`config.mk`:
```
export PLATFORM = sky130hd
export DESIGN_NAME = tri_wdog
export DESIGN_NICKNAME = d
export VERILOG_FILES = /design/src/rtl/wdog_pkg.sv /design/src/rtl/wdog_prescale.sv /design/src/rtl/wdog_timer.sv /design/src/rtl/wdog_pulse.sv /design/src/rtl/tri_wdog.sv
export SDC_FILE = /design/constraint.sdc
export NUM_CORES = 1
export LEC_CHECK = 0
export BUFFER_PORTS_ARGS = -buffer_cell sky130_fd_sc_hd__buf_4
export CORE_MARGIN = 2
export CORE_UTILIZATION = 25
export CTS_BUF_LIST = sky130_fd_sc_hd__clkbuf_4 sky130_fd_sc_hd__clkbuf_8
export CTS_CLUSTER_DIAMETER = 80
export CTS_CLUSTER_SIZE = 30
export DETAILED_ROUTE_END_ITERATION = 7
export MAX_ROUTING_LAYER = met4
export PLACE_DENSITY_LB_ADDON = 0.1
export SETUP_SLACK_MARGIN = 0.02
export SLEW_MARGIN = 20
export SYNTH_ARGS = -nofsm -noshare
export SYNTH_HDL_FRONTEND = slang
export SYNTH_SLANG_ARGS = --single-unit
```
`constraint.sdc`:
```
create_clock -name clk -period 6.35 [get_ports clk]
set_input_delay 0.635 -clock clk [delete_from_list [all_inputs] [get_ports clk]]
set_output_delay 0.635 -clock clk [all_outputs]
set_load 0.05 [all_outputs]
```
`src/rtl/wdog_pkg.sv`:
```
package wdog_pkg;
    localparam int NUM_TMR   = 3;
    localparam int HW        = 16;
    localparam int AW        = 6;
    localparam int WIN_BYTES = 16;
    localparam int OFF_CNT   = 0;
    localparam int OFF_LIM   = 4;
    localparam int OFF_STS   = 8;
    localparam int ADR_MASK  = 'h30;
    localparam int ADR_SUM   = 'h34;

    function automatic logic [HW-1:0] lane_swap(input logic [HW-1:0] v);
        return {v[7:0], v[15:8]};
    endfunction
endpackage

```
`src/rtl/wdog_prescale.sv`:
```
module wdog_prescale #(
    parameter int DIV = 5_000_000
) (
    input  logic clk,
    input  logic rst_n,
    output logic tick_o
);
    localparam int PW = (DIV > 1) ? $clog2(DIV) : 1;

    typedef struct packed {
        logic [PW-1:0] cnt;
    } pre_t;

    pre_t pre_d, pre_q;

    assign tick_o = (pre_q.cnt == PW'(DIV - 1));

    always_comb begin
        pre_d = pre_q;
        if (tick_o) pre_d.cnt = '0;
        else        pre_d.cnt = pre_q.cnt + PW'(1);
    end

    always_ff @(posedge clk or negedge rst_n) begin
        if (!rst_n) pre_q <= '0;
        else        pre_q <= pre_d;
    end
endmodule

```
`src/rtl/wdog_timer.sv`:
```
module wdog_timer #(
    parameter int CW = 16
) (
    input  logic          clk,
    input  logic          rst_n,
    input  logic          tick_i,
    input  logic          kick_i,
    input  logic          load_i,
    input  logic [CW-1:0] load_val_i,
    output logic [CW-1:0] cnt_o,
    output logic [CW-1:0] lim_o,
    output logic          run_o,
    output logic          exp_o,
    output logic          fire_o
);
    typedef struct packed {
        logic [CW-1:0] cnt;
        logic [CW-1:0] lim;
        logic          run;
        logic          exp;
    } tmr_t;

    tmr_t tm_d, tm_q;
    logic fire_d;

    always_comb begin
        tm_d   = tm_q;
        fire_d = 1'b0;
        if (load_i) begin
            tm_d.cnt = load_val_i;
            tm_d.lim = load_val_i;
            tm_d.run = 1'b1;
            tm_d.exp = 1'b0;
        end else if (kick_i && tm_q.run) begin
            tm_d.cnt = tm_q.lim;
        end else if (tick_i && tm_q.run) begin
            if (tm_q.cnt <= CW'(1)) begin
                tm_d.cnt = '0;
                tm_d.run = 1'b0;
                tm_d.exp = 1'b1;
                fire_d   = 1'b1;
            end else begin
                tm_d.cnt = tm_q.cnt - CW'(1);
            end
        end
    end

    always_ff @(posedge clk or negedge rst_n) begin
        if (!rst_n) begin
            tm_q.cnt <= CW'(1);
            tm_q.lim <= CW'(1);
            tm_q.run <= 1'b0;
            tm_q.exp <= 1'b0;
        end else begin
            tm_q <= tm_d;
        end
    end

    assign cnt_o  = tm_q.cnt;
    assign lim_o  = tm_q.lim;
    assign run_o  = tm_q.run;
    assign exp_o  = tm_q.exp;
    assign fire_o = fire_d;
endmodule

```
`src/rtl/wdog_pulse.sv`:
```
module wdog_pulse #(
    parameter int LEN = 16
) (
    input  logic clk,
    input  logic rst_n,
    input  logic start_i,
    output logic pulse_o
);
    localparam int LW = $clog2(LEN + 1);

    typedef struct packed {
        logic [LW-1:0] left;
    } pls_t;

    pls_t pl_d, pl_q;

    always_comb begin
        pl_d = pl_q;
        if (start_i)                pl_d.left = LW'(LEN);
        else if (pl_q.left != '0)   pl_d.left = pl_q.left - LW'(1);
    end

    always_ff @(posedge clk or negedge rst_n) begin
        if (!rst_n) pl_q <= '0;
        else        pl_q <= pl_d;
    end

    assign pulse_o = (pl_q.left != '0);
endmodule

```
`src/rtl/tri_wdog.sv`:
```
module tri_wdog
    import wdog_pkg::*;
#(
    parameter int TICK_DIV = 5_000_000,
    parameter int RST_LEN  = 16
) (
    input  logic          clk,
    input  logic          rst_n,
    input  logic [5:0]    bus_addr,
    input  logic          bus_half,
    input  logic          bus_rd,
    input  logic          bus_wr,
    input  logic [15:0]   bus_wdata,
    output logic [15:0]   bus_rdata,
    output logic          irq_o,
    output logic          cpu_rst_o,
    output logic          sys_rst_o
);
    typedef struct packed {
        logic [NUM_TMR-1:0] mask;
    } top_t;

    top_t top_d, top_q;

    logic                        tick_w;
    logic [NUM_TMR-1:0]          kick_w, load_w, run_w, exp_w, fire_w;
    logic [NUM_TMR-1:0][HW-1:0]  cnt_w, lim_w;
    logic [NUM_TMR-1:1]          pulse_w;
    logic [HW-1:0]               wval_w;
    logic [NUM_TMR-1:0]          mask_q;

    assign wval_w = lane_swap(bus_wdata);
    assign mask_q = top_q.mask;

    wdog_prescale #(.DIV(TICK_DIV)) u_pre (
        .clk(clk), .rst_n(rst_n), .tick_o(tick_w)
    );

    for (genvar g = 0; g < NUM_TMR; g++) begin : g_tmr
        assign kick_w[g] = bus_rd && (bus_addr == AW'(g * WIN_BYTES + OFF_CNT));
        assign load_w[g] = bus_wr && bus_half && (bus_addr == AW'(g * WIN_BYTES + OFF_LIM));

        wdog_timer #(.CW(HW)) u_tmr (
            .clk(clk), .rst_n(rst_n), .tick_i(tick_w),
            .kick_i(kick_w[g]), .load_i(load_w[g]), .load_val_i(wval_w),
            .cnt_o(cnt_w[g]), .lim_o(lim_w[g]), .run_o(run_w[g]),
            .exp_o(exp_w[g]), .fire_o(fire_w[g])
        );
    end

    for (genvar g = 1; g < NUM_TMR; g++) begin : g_pls
        wdog_pulse #(.LEN(RST_LEN)) u_pls (
            .clk(clk), .rst_n(rst_n),
            .start_i(fire_w[g] & ~top_q.mask[g]),
            .pulse_o(pulse_w[g])
        );
    end

    logic unused_fire0;
    assign unused_fire0 = fire_w[0];

    always_comb begin
        top_d = top_q;
        if (bus_wr && !bus_half && (bus_addr == AW'(ADR_MASK)))
            top_d.mask = bus_wdata[NUM_TMR-1:0];
    end

    always_ff @(posedge clk or negedge rst_n) begin
        if (!rst_n) top_q <= '0;
        else        top_q <= top_d;
    end

    always_comb begin
        bus_rdata = '0;
        for (int i = 0; i < NUM_TMR; i++) begin
            if (bus_addr[5:4] == 2'(i)) begin
                case (bus_addr[3:0])
                    4'(OFF_CNT): bus_rdata = lane_swap(cnt_w[i]);
                    4'(OFF_LIM): bus_rdata = lane_swap(lim_w[i]);
                    4'(OFF_STS): bus_rdata = {14'b0, exp_w[i], run_w[i]};
                    default:     bus_rdata = '0;
                endcase
            end
        end
        if (bus_addr == AW'(ADR_MASK)) bus_rdata = {{(HW-NUM_TMR){1'b0}}, top_q.mask};
        if (bus_addr == AW'(ADR_SUM))  bus_rdata = {{(HW-NUM_TMR){1'b0}}, exp_w};
    end

    assign irq_o     = exp_w[0] & ~top_q.mask[0];
    assign cpu_rst_o = pulse_w[1];
    assign sys_rst_o = pulse_w[2];
endmodule

```
* Yosys cells after proc, flatten, opt, wreduce, memory -nomap -nowiden
Cells that the tools add are included.
Storage, ports and cells: register bits after elaboration 138, output and inout bits 19, input bits 27, word-level logic and storage cells 126
Operators by class: order comparisons 3, multiplexer cells 45, bitwise logic cells 6, reduce and logical (&&, ||, !) cells 35, equal/unequal tests 15, $add $sub $neg 6
Operators by type and width (number):
- $mux 16 | 17
- $pmux 16 s3 | 3
- $le 16x1->1 const B | 3
- $sub 16x1->16 const B | 3
- $eq 6x6->1 const B | 4
- $mux 2 | 12
- $add 23x1->23 const B | 1
- $eq 23x23->1 const B | 1
- $mux 23 | 1
- $mux 5 | 4
- $reduce_bool 2->1 | 8
- $logic_and 1x1->1 | 15
- $eq 6x5->1 const B | 2
- $reduce_bool 5->1 | 2
- $sub 5x1->5 const B | 2
- $reduce_and 3->1 | 3
- $reduce_bool 3->1 | 3
- $mux 1 | 8
- $eq 6x3->1 const B | 1
- $logic_not 6->1 | 1
- $ne 2x1->1 const B | 3
- $eq 4x3->1 const B | 1
- $eq 4x4->1 const B | 1
- $logic_not 4->1 | 1
- other kinds (6) | 10

* Depth between registers and ports, before layout
Gate-level depths: netlist of run 1.
depth after elaboration 7, mapped depth 10, gate-level depth less buffers 8

* Cells and area by module
A second synthesis of run 1 with hierarchy kept.
Second synthesis, totals: cells, all modules 840, area, all modules 8480.6 µm²
Modules (own cells, without submodules):
- wdog_timer | area each 1854.3 µm², seq. area each 853.3 µm², cells each 180, instances 3
- tri_wdog | area each 1234.9 µm², seq. area each 75.1 µm², cells each 143, instances 1
- wdog_prescale | area each 1159.9 µm², seq. area each 575.6 µm², cells each 107, instances 1
- wdog_pulse | area each 261.5 µm², seq. area each 125.1 µm², cells each 25, instances 2

* Worst setup path before layout of run 1
No wires, ideal clock.
path type input port to output port, start in bus_addr[3], end out bus_rdata[12], path slack 2.446 ns, stages 6, path buffers 2, arrival time 3.269 ns, required time 5.715 ns, cells stage by stage buf_2 > nor4b_2 > clkbuf_1 > a21oi_1 > and2_1 > nor4_1
Between the ends: word-level cells in the longest chain between the ends 7, elaborated cells on any way between the ends 13, those cells by class eq/ne: 4; mux: 8; reduce/logical: 1
Ends and longest elaborated chain:
- from (decl) | RTL line tri_wdog.sv:9 | input logic [5:0] bus_addr,
- $eq 4x4->1 (tied with other cells) | RTL line tri_wdog.sv:77 | case (bus_addr[3:0])
- $pmux 16 s3 | RTL line tri_wdog.sv:77
- $mux 16 (3 in series) | RTL line tri_wdog.sv:76 | if (bus_addr[5:4] == 2'(i)) begin
- $mux 16 | RTL line tri_wdog.sv:85 | if (bus_addr == AW'(ADR_MASK)) bus_rdata = {{(HW-NUM_TMR){1'b0}}, top_q.mask};
- $mux 16 (*) | RTL line tri_wdog.sv:86 | if (bus_addr == AW'(ADR_SUM)) bus_rdata = {{(HW-NUM_TMR){1'b0}}, exp_w};
- to (decl) | RTL line tri_wdog.sv:14 | output logic [15:0] bus_rdata,
Every way passes the cells marked *; elsewhere a longest branch is shown, timed or not.

* Worst setup path in the final report of run 1
start in bus_addr[2], end reg g_tmr[0].u_tmr.tm_q, in the netlist g_tmr[0].u_tmr.cnt_o[11]
Between the ends: word-level cells in the longest chain between the ends 5, elaborated cells on any way between the ends 8, those cells by class eq/ne: 1; mux: 2; reduce/logical: 5
Ends and longest elaborated chain:
- $logic_not 6->1 | RTL line tri_wdog.sv:40 | assign kick_w[g] = bus_rd && (bus_addr == AW'(g * WIN_BYTES + OFF_CNT));
- $logic_and 1x1->1 | RTL line tri_wdog.sv:40
- $logic_and 1x1->1 | RTL line wdog_timer.sv:34 | end else if (kick_i && tm_q.run) begin
- $mux 16 | RTL line wdog_timer.sv:34
- $mux 16 | RTL line wdog_timer.sv:29 | if (load_i) begin
- to (signal assigned) | RTL line wdog_timer.sv:55 | tm_q <= tm_d;
- to (decl) | RTL line wdog_timer.sv:23 | tmr_t tm_d, tm_q;
Several ways; a longest one is shown, not always the timed one. A chain may end at the register's enable or synchronous reset.

==> impl_metrics.csv, run 1 <==
group,metric,value,unit
drt,viasPerCell,5.404,
finish,stdcell_area,0.009234,mm²
placement,place.gp.congestion,0.8305,
grt,use_met1,24.62,%
grt,met3_usage,2.912,%
cts,cts_tree,"done",
synth,ys_seq_area_share,42.72,%
synth,synth_edf_count,0,
drt,postRouteAntennaNets,0,
die,rows,65,
cts,numCtsBuffers,17,
placement,hpwl,21090,µm
grt,first_global_vias,6979,
cts,htree_levels,4,
finish,nets,945,
finish,drive_above_1_share,17.50,%
flow_run,drv_cap,0,
timing,maxSlewViolCount,0,
finish,multi_input_area,0.004380,mm²
critical_path,cp-end-kind,"flop",
cts,ctsResizeCount,0,
cts,clockBufferDepth,2,
pwr,powerDensity,218.4,mW/mm²
finish,nFillCells,3362,
critical_path,worstPathRequired,6.71,ns
die,io_pins,46,
critical_path,cp_max_fo,42,
synth,syn-num-nets,918,
synth,ys_seq_elements,138,
timing,setup_tns,0,ns
finish,seq_area,0.003461,mm²
cts,cts_root_buf,"clkbuf_8",
critical_path,cp-startpoint,"bus_addr[2]",
critical_path,crit_arrival,4.14,ns
timing,period_needed,3.783,ns
pwr,ir_drop,113.8,µV
timing,fmax,0.2644,GHz
placement,port_buffers,45,
die,core_area,0.03172,mm²
cts,postCtsSetupBuffers,0,
synth,synth_flop_cell,"dfrtp_1",
timing,clock_skew,0.01808,ns
cts,cts.reportedPaths.clkPinSlew,0.09,ns
synth,avgSynthCellArea,9.205,µm²
grt,grt_usage,18.15,%
timing,setup_violations,0,
placement,place_area,0.008856,mm²
pwr,leakage,3.768,nW
synth,ys_warn_count,0,
grt,grtUsageMet2,28.53,%
cts,insertion_delay,0.47,ns
die,die_w,184,µm
timing,hold_viol,0,
synth,synthDistinctLibCells,72,
critical_path,cp-start-kind,"input port",
drt,drc,0,
drt,vias,7150,
drt,drt-initial-drc-count,654,
timing,layout_worst_path_cycle_share,59.57,%
die,start_util,25.54,%
cts,holdBufCountCts,0,
timing,worst_pin_slew,0.9943,ns
cts,numClockSinks,138,
grt,grt_pass1_wl,44940,µm
grt,grt_antenna_before_repair,3,
critical_path,critical_path_class,"in -> reg",
grt,grt_max_degree,79,
hold_path,hold_path.class,"in -> async",
die,dieArea,0.03386,mm²
synth,syn_inst,880,
timing,max_slew_margin,33.40,%
finish,area_growth,13.99,%
critical_path,r2r_start,"u_pre.pre_q[7]",
drt,wirelength,29460,µm
die,die_y,184,µm
grt,grt_overflow_total,0,
grt,busiest_layer,"met2",
drt,wl_per_cell,22.27,µm
outcome,status,"finished clean",
drt,drt-pass1-iter-count,4,
synth,syn_area,0.008100,mm²
synth,async_reset_ff_share,100.0,%
timing,grt_setup_unrepaired,"no",
[synth_stat cells, types with 10 or more instances]
master	n	area share, %
a21oi_1	44	2.7
a221oi_1	12	1.3
a22oi_1	37	3.4
and3_1	10	0.77
clkbuf_1	30	1.4
dfrtp_1	132	41
ha_1	11	1.7
inv_1	25	1.2
mux2_2	49	6.8
nand2_1	72	3.3
nand3_1	33	2.0
nor2_1	95	4.4
nor3_1	28	1.7
nor4_1	21	1.6
o211ai_1	13	1.2
o21a_1	12	1.1
o21ai_0	41	2.5
o22ai_1	19	1.5
xnor2_1	19	2.1
[worst max-delay path, stage by stage]
cell     delay (ns)
buf_4          0.23
nor4b_4        0.23
buf_4          0.47
and3_1         0.79
o21a_1         0.88
nor2_1         0.33
and3_1         0.27
a211o_1        0.26
[cells by family (layout without fill, tap and decap cells)]
| group | after synthesis | in the layout | share of synthesized area (%) |
|---|---|---|---|
| simple gates | 337 | 337 | 21.12 |
| compound gates | 235 | 235 | 19.62 |
| flops | 138 | 138 | 42.72 |
| buf+inv | 73 | 113 | 3.553 |
| mux | 60 | 60 | 8.480 |
| xor+xnor | 26 | 26 | 2.811 |
| fa+ha+maj | 11 | 11 | 1.699 |
| other cells | 0 | 1 | 0 |
[sequential cells by signal, indices dropped and copies added, names as in the netlist]
signal / flops
g_tmr.u_tmr.run_o: 3
g_tmr.u_tmr.cnt_o: 48
g_tmr.u_tmr.exp_o: 3
mask_q: 3
g_tmr.u_tmr.lim_o: 48
g_pls.u_pls.pl_q: 10
u_pre.pre_q: 23
[cells in the final DEF (no fill, tap or decap), drive strengths merged, types with 13 or more instances in the layout]
| cell | instances |
|---|---|
| a21oi | 45 |
| buf | 56 |
| inv | 28 |
| xnor2 | 19 |
| o22ai | 19 |
| dfrtp | 132 |
| nand3 | 34 |
| mux2 | 49 |
| o21ai | 43 |
| nor2 | 96 |
| a22oi | 37 |
| clkbuf | 19 |
| o211ai | 13 |
| nor4 | 22 |
| nor3 | 28 |
| nand2 | 72 |
[final timing paths]
| path | endpoint | slack [ns] | cells past startpoint |
|---|---|---|---|
| worst min register to register | u_pre.pre_q[0] | 0.49 | 1 |
| max in group asynchronous | g_tmr[0].u_tmr.lim_o[4] | 4.78 | 2 |
| min in group clk | g_tmr[2].u_tmr.lim_o[7] | 0.48 | 2 |
| worst max register to register | g_tmr[2].u_tmr.cnt_o[14] | 3.13 | 7 |
| worst min-delay path | g_pls[2].u_pls.pl_q[3] | 0.20 | 1 |
| worst max-delay path | g_tmr[0].u_tmr.cnt_o[11] | 2.57 | 8 |
[report_power, final]
| part | internal (mW) | total [mW] | switching, mW |
|---|---|---|---|
| clock | 0.320 | 0.705 | 0.386 |
| sequential | 0.941 | 1.01 | 0.0661 |
| combinational | 0.119 | 0.304 | 0.185 |
| total | 1.38 | 2.02 | 0.636 |
[per-layer routing]
metal | wire, µm | up-vias
met5 | 0 | -
met4 | 327 | 0
met3 | 1259 | 20
met2 | 13940 | 196
met1 | 13940 | 3594
li1 | - | 3340
[metrics by stage]
step	power, mW	util (%)	hold WS [ns]	worst slack [ns]	instances
final	2.017	29.11	0.1951	2.567	1323
after global routing	2.127	29.11	0.2449	2.442	1323
after CTS	2.041	29.08	0.2282	2.664	1322
after detailed placement	1.328	27.92	0.4870	2.178	1290
after global placement	1.332	27.92	0.4822	2.200	1290
after floorplan	1.198	-	0.3394	2.446	880
[cell type report]
| class | instances | share of cell area, % |
|---|---|---|
| antenna | 1 | 0.02710 |
| clock inverter | 13 | 1.301 |
| tap | 402 | 5.447 |
| inverter | 25 | 1.016 |
| clock buffer | 19 | 2.696 |
| timing repair buffer | 56 | 4.593 |
| multi-input combinational | 669 | 47.44 |
| sequential | 138 | 37.48 |
Power figures use the tool's default switching activity.
==> run 2: changes to the inputs <==
ABC_AREA = 1   (was unset)
clock period = 3.95 ns   (was 6.35 ns; I/O delays follow)
==> run 2 against run 1 <==
  * Register-to-register slack got worse by 1.9 ns
  * Sequential power rose by 69%
  * Clock power rose by 94%
  * Critical path type is now in -> out
  * Clock skew fell by 0.00060 ns
  * Clock-buffer cell count rose by 2
  * Worst hold slack got worse by 0.035 ns
  * Total power rose by 120%
  * Largest cell class unchanged
  * Worst setup slack got worse by 1.5 ns
  * Combinational power rose to 4.5 times the previous value
  * Synthesized cell count rose by 51%
  * Core utilization fell by 0.27 points
  * First-iteration DRC count fell by 8.1%
  * Largest power group unchanged
==> impl_metrics.csv, run 2 <==
group,metric,value,unit
synth,syn_inst,1333,
drt,drt-initial-drc-count,601,
grt,busiest_layer,"met2",
finish,layout_commonest_cell,"nand2_1",
finish,area_growth,13.82,%
finish,nFillCells,3994,
placement,hpwl,25040,µm
pwr,ir_drop,255.1,µV
synth,syn_area,0.008992,mm²
die,io_pins,46,
critical_path,crit_arrival,2.44,ns
grt,grt_max_degree,67,
synth,ys_warn_count,0,
synth,ys_seq_elements,138,
synth,synth_most_common_cell,"nand2_1",
synth,ys_seq_area_share,38.49,%
critical_path,cp-startpoint,"bus_addr[1]",
drt,viasPerCell,4.629,
synth,synth.area.top_cells,"dfrtp_1, nand2_1, inv_1, nor2_1, o21ai_0",
timing,clock_skew,0.01748,ns
pwr,leakage,5.351,nW
synth,avgSynthCellArea,6.746,µm²
grt,use_met1,25.41,%
synth,syn-num-nets,1371,
hold_path,hold_depth,3,
timing,grt_setup_unrepaired,"no",
synth,synth_edf_count,0,
hold_path,min_from,"bus_wdata[8]",
grt,grtUsageMet2,27.54,%
finish,nets,1411,
drt,vias,8555,
drt,drc,0,
die,core_area,0.03548,mm²
synth,post-synth-top-area-fraction,36.73,%
cts,cts_root_buf,"clkbuf_8",
drt,drt-pass1-iter-count,5,
die,dieArea,0.03750,mm²
critical_path,r2r_start,"u_pre.pre_q[20]",
timing,hold_viol,0,
timing,maxSlewViolCount,0,
flow_run,drv_cap,0,
timing,setup_tns,0,ns
cts,cts.reportedPaths.clkPinSlew,0.09,ns
finish,stdcell_count,1848,
critical_path,critical_path_class,"in -> out",
die,die_w,193.7,µm
synth,synthDistinctLibCells,48,
pwr,powerDensity,435.1,mW/mm²
finish,seq_area,0.003461,mm²
finish,final_util,28.84,%
timing,period_needed,2.835,ns
die,rows,69,
grt,met3_usage,3.044,%
critical_path,cp-end-kind,"output pin",
placement,port_buffers,45,
critical_path,cp_max_fo,19,
timing,layout_worst_path_cycle_share,71.76,%
grt,grt_antenna_before_repair,1,
finish,drive_above_1_share,10.25,%
cts,htree_levels,4,
cts,insertion_delay,0.49,ns
critical_path,cp-start-kind,"input port",
placement,place.gp.congestion,0.8805,
synth,synth_flop_cell,"dfrtp_1",
timing,setup_violations,0,
die,die_y,193.7,µm
finish,layout_common_cells,"nand2_1, inv_1, nor2_1, dfrtp_1, o21ai_0",
synth,ys_top_cells_by_count,"nand2_1, inv_1, nor2_1, dfrtp_1, o21ai_0",
cts,ctsResizeCount,0,
cts,cts_tree,"done",
placement,place_inst,1814,
cts,clockBufferDepth,2,
grt,grt_overflow_total,0,
cts,postCtsSetupBuffers,0,
timing,fmax,0.3528,GHz
pwr,power,4.453,mW
drt,postRouteAntennaNets,0,
grt,grt_pass1_wl,51180,µm
finish,multi_input_area,0.004603,mm²
timing,worst_pin_slew,0.8889,ns
synth,yosysTopAreaCell,"dfrtp_1",
timing,max_slew_margin,40.60,%
cts,numCtsBuffers,17,
grt,grt_usage,18.26,%
grt,first_global_vias,8465,
timing,holdWs,0.1598,ns
synth,async_reset_ff_share,100.0,%
critical_path,rr_worst_depth,8,
outcome,status,"finished clean",
cts,holdBufCountCts,1,
critical_path,worstPathRequired,3.56,ns
drt,wl_per_cell,17.53,µm
drt,wirelength,32390,µm
cts,numClockSinks,138,
hold_path,hold_path.class,"in -> reg",
die,start_util,25.34,%
[run 2: cell types whose count changed after synthesis, moves of 19 or more]
cell,change
inv_1,+159
a22oi_1,-35
clkbuf_1,-19
nor4_1,-20
nor2_1,+74
o21ai_0,+79
nand3_1,+36
nand2_1,+327
a21oi_1,-23
mux2_2,-49
[run 2: power by group]
group	internal (mW)	switching, mW
Clock	0.743	0.624
Sequential	1.57	0.143
Combinational	0.437	0.940
Total	2.75	1.71
[run 2: cell families (layout without fill, tap and decap cells)]
group                    count (synthesis)  in the layout  synth area share [%]
AO/OA/AOI/OAI                          195            195                 11.73
XOR/XNOR                                24             24                 2.338
adder cells (fa/ha/maj)                 11             11                 1.531
buffers and inverters                  227            280                 10.32
flip-flops                             138            138                 38.49
other                                    0              1                     0
AND/OR/NAND/NOR                        738            738                 35.59
[run 2: path summary, 6_finish.rpt]
check / endpoint / slack [ns]
worst max-delay path: bus_rdata[10] / 1.12
worst min-delay path: g_tmr[2].u_tmr.lim_o[0] / 0.16
worst max register to register: g_tmr[1].u_tmr.cnt_o[5] / 1.23
worst min register to register: g_tmr[0].u_tmr.cnt_o[1] / 0.48
max in group asynchronous: g_tmr[1].u_tmr.cnt_o[0] / 2.54
min in group asynchronous: u_pre.pre_q[22] / 0.48
[run 2: area by class of cell]
class,count,share of cell area [%]
Antenna cell,1,0.02445
Timing Repair Buffer,53,3.949
Sequential cell,138,33.81
Inverter,195,7.201
Clock inverter,11,1.638
Multi-Input combinational cell,968,44.98
Clock buffer,21,2.763
Tap cell,461,5.636
[run 2: layer usage]
| layer | part of all wire (%) | routed length [µm] |
|---|---|---|
| met4 | 1.4 | 461 |
| met3 | 4.2 | 1372 |
| met2 | 45 | 14490 |
| met5 | 0 | 0 |
| met1 | 50 | 16060 |
[run 2: metrics by stage]
stage	setup slack, ns	instance area, µm²
after floorplan	1.259	8992
after global placement	1.161	9772
after detailed placement	1.104	9772
after CTS	1.128	10230
after global routing	0.8350	10230
final	1.115	10230
[run 2: critical path, stage by stage]
cell	delay (ns)
buf_4	0.12
nor2_4	0.18
nand2_2	0.28
inv_2	0.32
nor3_1	0.13
nor2_2	0.30
nand2_1	0.17
nand2_1	0.13
o21ai_0	0.12
inv_1	0.08
buf_4	0.19
==> run 3: changes to the inputs <==
clock period = 2.85 ns   (was 3.95 ns; I/O delays follow)
==> run 3 against run 2 <==
  * Clock power is 22% higher
  * Largest cell class unchanged
  * Clock skew increased by 0.0042 ns
  * Critical endpoint is now bus_rdata[4]
  * Critical path type unchanged
  * Worst hold slack got worse by 0.12 ns
==> impl_metrics.csv, run 3 (synthesis results as in run 2) <==
group,metric,value,unit
timing,max_slew_margin,59.49,%
grt,grt_overflow_total,0,
timing,setup_tns,0,ns
die,core_area,0.03548,mm²
timing,layout_worst_path_cycle_share,86.24,%
pwr,powerDensity,580.8,mW/mm²
timing,fmax,0.4069,GHz
timing,setup_violations,0,
critical_path,critical_path_class,"in -> out",
critical_path,crit_top_cell,"buf_4",
critical_path,r2r_start,"g_tmr[1].u_tmr.cnt_o[0]",
critical_path,crit_arrival,2.17,ns
finish,multi_input_area,0.004603,mm²
grt,grt_max_degree,59,
drt,viasPerCell,4.593,
drt,wirelength,32850,µm
timing,hold_viol,0,
drt,wl_per_cell,17.73,µm
grt,grt_usage,18.34,%
cts,cts_root_buf,"clkbuf_8",
cts,numClockSinks,138,
cts,ctsResizeCount,0,
cts,clockBufferDepth,2,
die,start_util,25.34,%
finish,nFillCells,4010,
drt,drt-pass1-iter-count,5,
pwr,power,5.950,mW
finish,layout_commonest_cell,"nand2_1",
hold_path,hold_path.class,"in -> reg",
die,die_y,193.7,µm
cts,cts.reportedPaths.clkPinSlew,0.08,ns
hold_path,min_from,"bus_wdata[9]",
finish,layout_common_cells,"nand2_1, inv_1, nor2_1, dfrtp_1, o21ai_0",
die,dieArea,0.03750,mm²
critical_path,r2r_slack,0.60,ns
critical_path,cp-start-kind,"input port",
flow_run,drv_cap,0,
grt,grt_pass1_wl,51280,µm
critical_path,cpMaxStageDelayCell,"buf_4",
pwr,ir_drop,281.5,µV
placement,hpwl,25030,µm
finish,drive_above_1_share,10.63,%
cts,htree_levels,4,
critical_path,cp_slowest_stage_delay,0.42,ns
critical_path,path_cells,"buf_4 -> inv_1 -> nor2_4 -> nand2_2 -> buf_4 -> o22ai_1 -> o21ai_0 -> nand2_1 -> o21ai_0 -> inv_1 -> buf_4",
timing,clock_skew,0.02168,ns
placement,port_buffers,45,
timing,period_needed,2.458,ns
drt,vias,8510,
critical_path,cp_max_fo,33,
die,io_pins,46,
cts,cts_tree,"done",
cts,numCtsBuffers,17,
drt,drc,0,
finish,area_growth,13.91,%
cts,insertion_delay,0.50,ns
placement,place.gp.congestion,0.8407,
die,die_w,193.7,µm
drt,drt-initial-drc-count,580,
critical_path,cp-startpoint,"bus_addr[2]",
outcome,status,"finished clean",
grt,first_global_vias,8414,
finish,nets,1418,
critical_path,worstPathRequired,2.57,ns
die,rows,69,
timing,maxSlewViolCount,0,
timing,worst_pin_slew,0.6076,ns
timing,grt_setup_unrepaired,"no",
grt,grt_antenna_before_repair,1,
drt,postRouteAntennaNets,0,
finish,seq_area,0.003461,mm²
critical_path,cp-end-kind,"output pin",
finish,antennaDiodeCount,0,
pwr,leakage,5.357,nW
-- run 3: stage by stage --
step / instance area (µm²) / hold WS [ns] / setup WS [ns] / utilization [%] / instances
after floorplan: 8992 / -0.01059 / 0.3788 / - / 1333
after global placement: 9849 / 0.3308 / 0.4221 / 27.76 / 1821
after detailed placement: 9849 / 0.3283 / 0.4343 / 27.76 / 1821
after CTS: 10240 / 0.003989 / 0.3962 / 28.87 / 1853
after global routing: 10240 / 0.02830 / 0.2815 / 28.87 / 1853
final: 10240 / 0.03756 / 0.3922 / 28.87 / 1853
-- run 3: per-layer routing --
metal,track usage (%),part of all wire (%)
met2,27.83,45
met3,2.957,3.4
met5,-,0
met1,25.59,50
met4,4.241,1.2
-- run 3: final cells by class --
class | count | area share, %
Multi-Input combinational cell | 968 | 44.94
Sequential cell | 138 | 33.79
Inverter | 195 | 7.194
Tap cell | 461 | 5.631
Timing Repair Buffer | 60 | 4.703
Clock buffer | 17 | 2.284
Clock inverter | 14 | 1.466
-- run 3: path summary, 6_finish.rpt --
| check | end | cells after the start |
|---|---|---|
| max reg2reg | g_tmr[1].u_tmr.cnt_o[2] | 12 |
| max | bus_rdata[4] | 11 |
| min reg2reg | g_tmr[0].u_tmr.cnt_o[1] | 2 |
| min in group asynchronous | u_pre.pre_q[22] | 2 |
| min | g_tmr[2].u_tmr.lim_o[1] | 3 |
| max in group asynchronous | g_tmr[2].u_tmr.lim_o[0] | 3 |
-- run 3: timing repair --
item,4_1_cts,5_1_grt
setup buffers,0,0
hold buffers,1,0
hold endpoints to repair,55,0
-- run 3: critical path: cells and delay by family --
kind,cells,cell delay [ns]
buffers and inverters,5,0.91
AO/OA/AOI/OAI,3,0.71
AND/OR/NAND/NOR,3,0.24
-- run 3: where the power goes --
part	internal, mW	total [mW]	switching, mW
sequential	2.17	2.37	0.195
combinational	0.608	1.91	1.30
clock	0.773	1.67	0.898
total	3.55	5.95	2.40
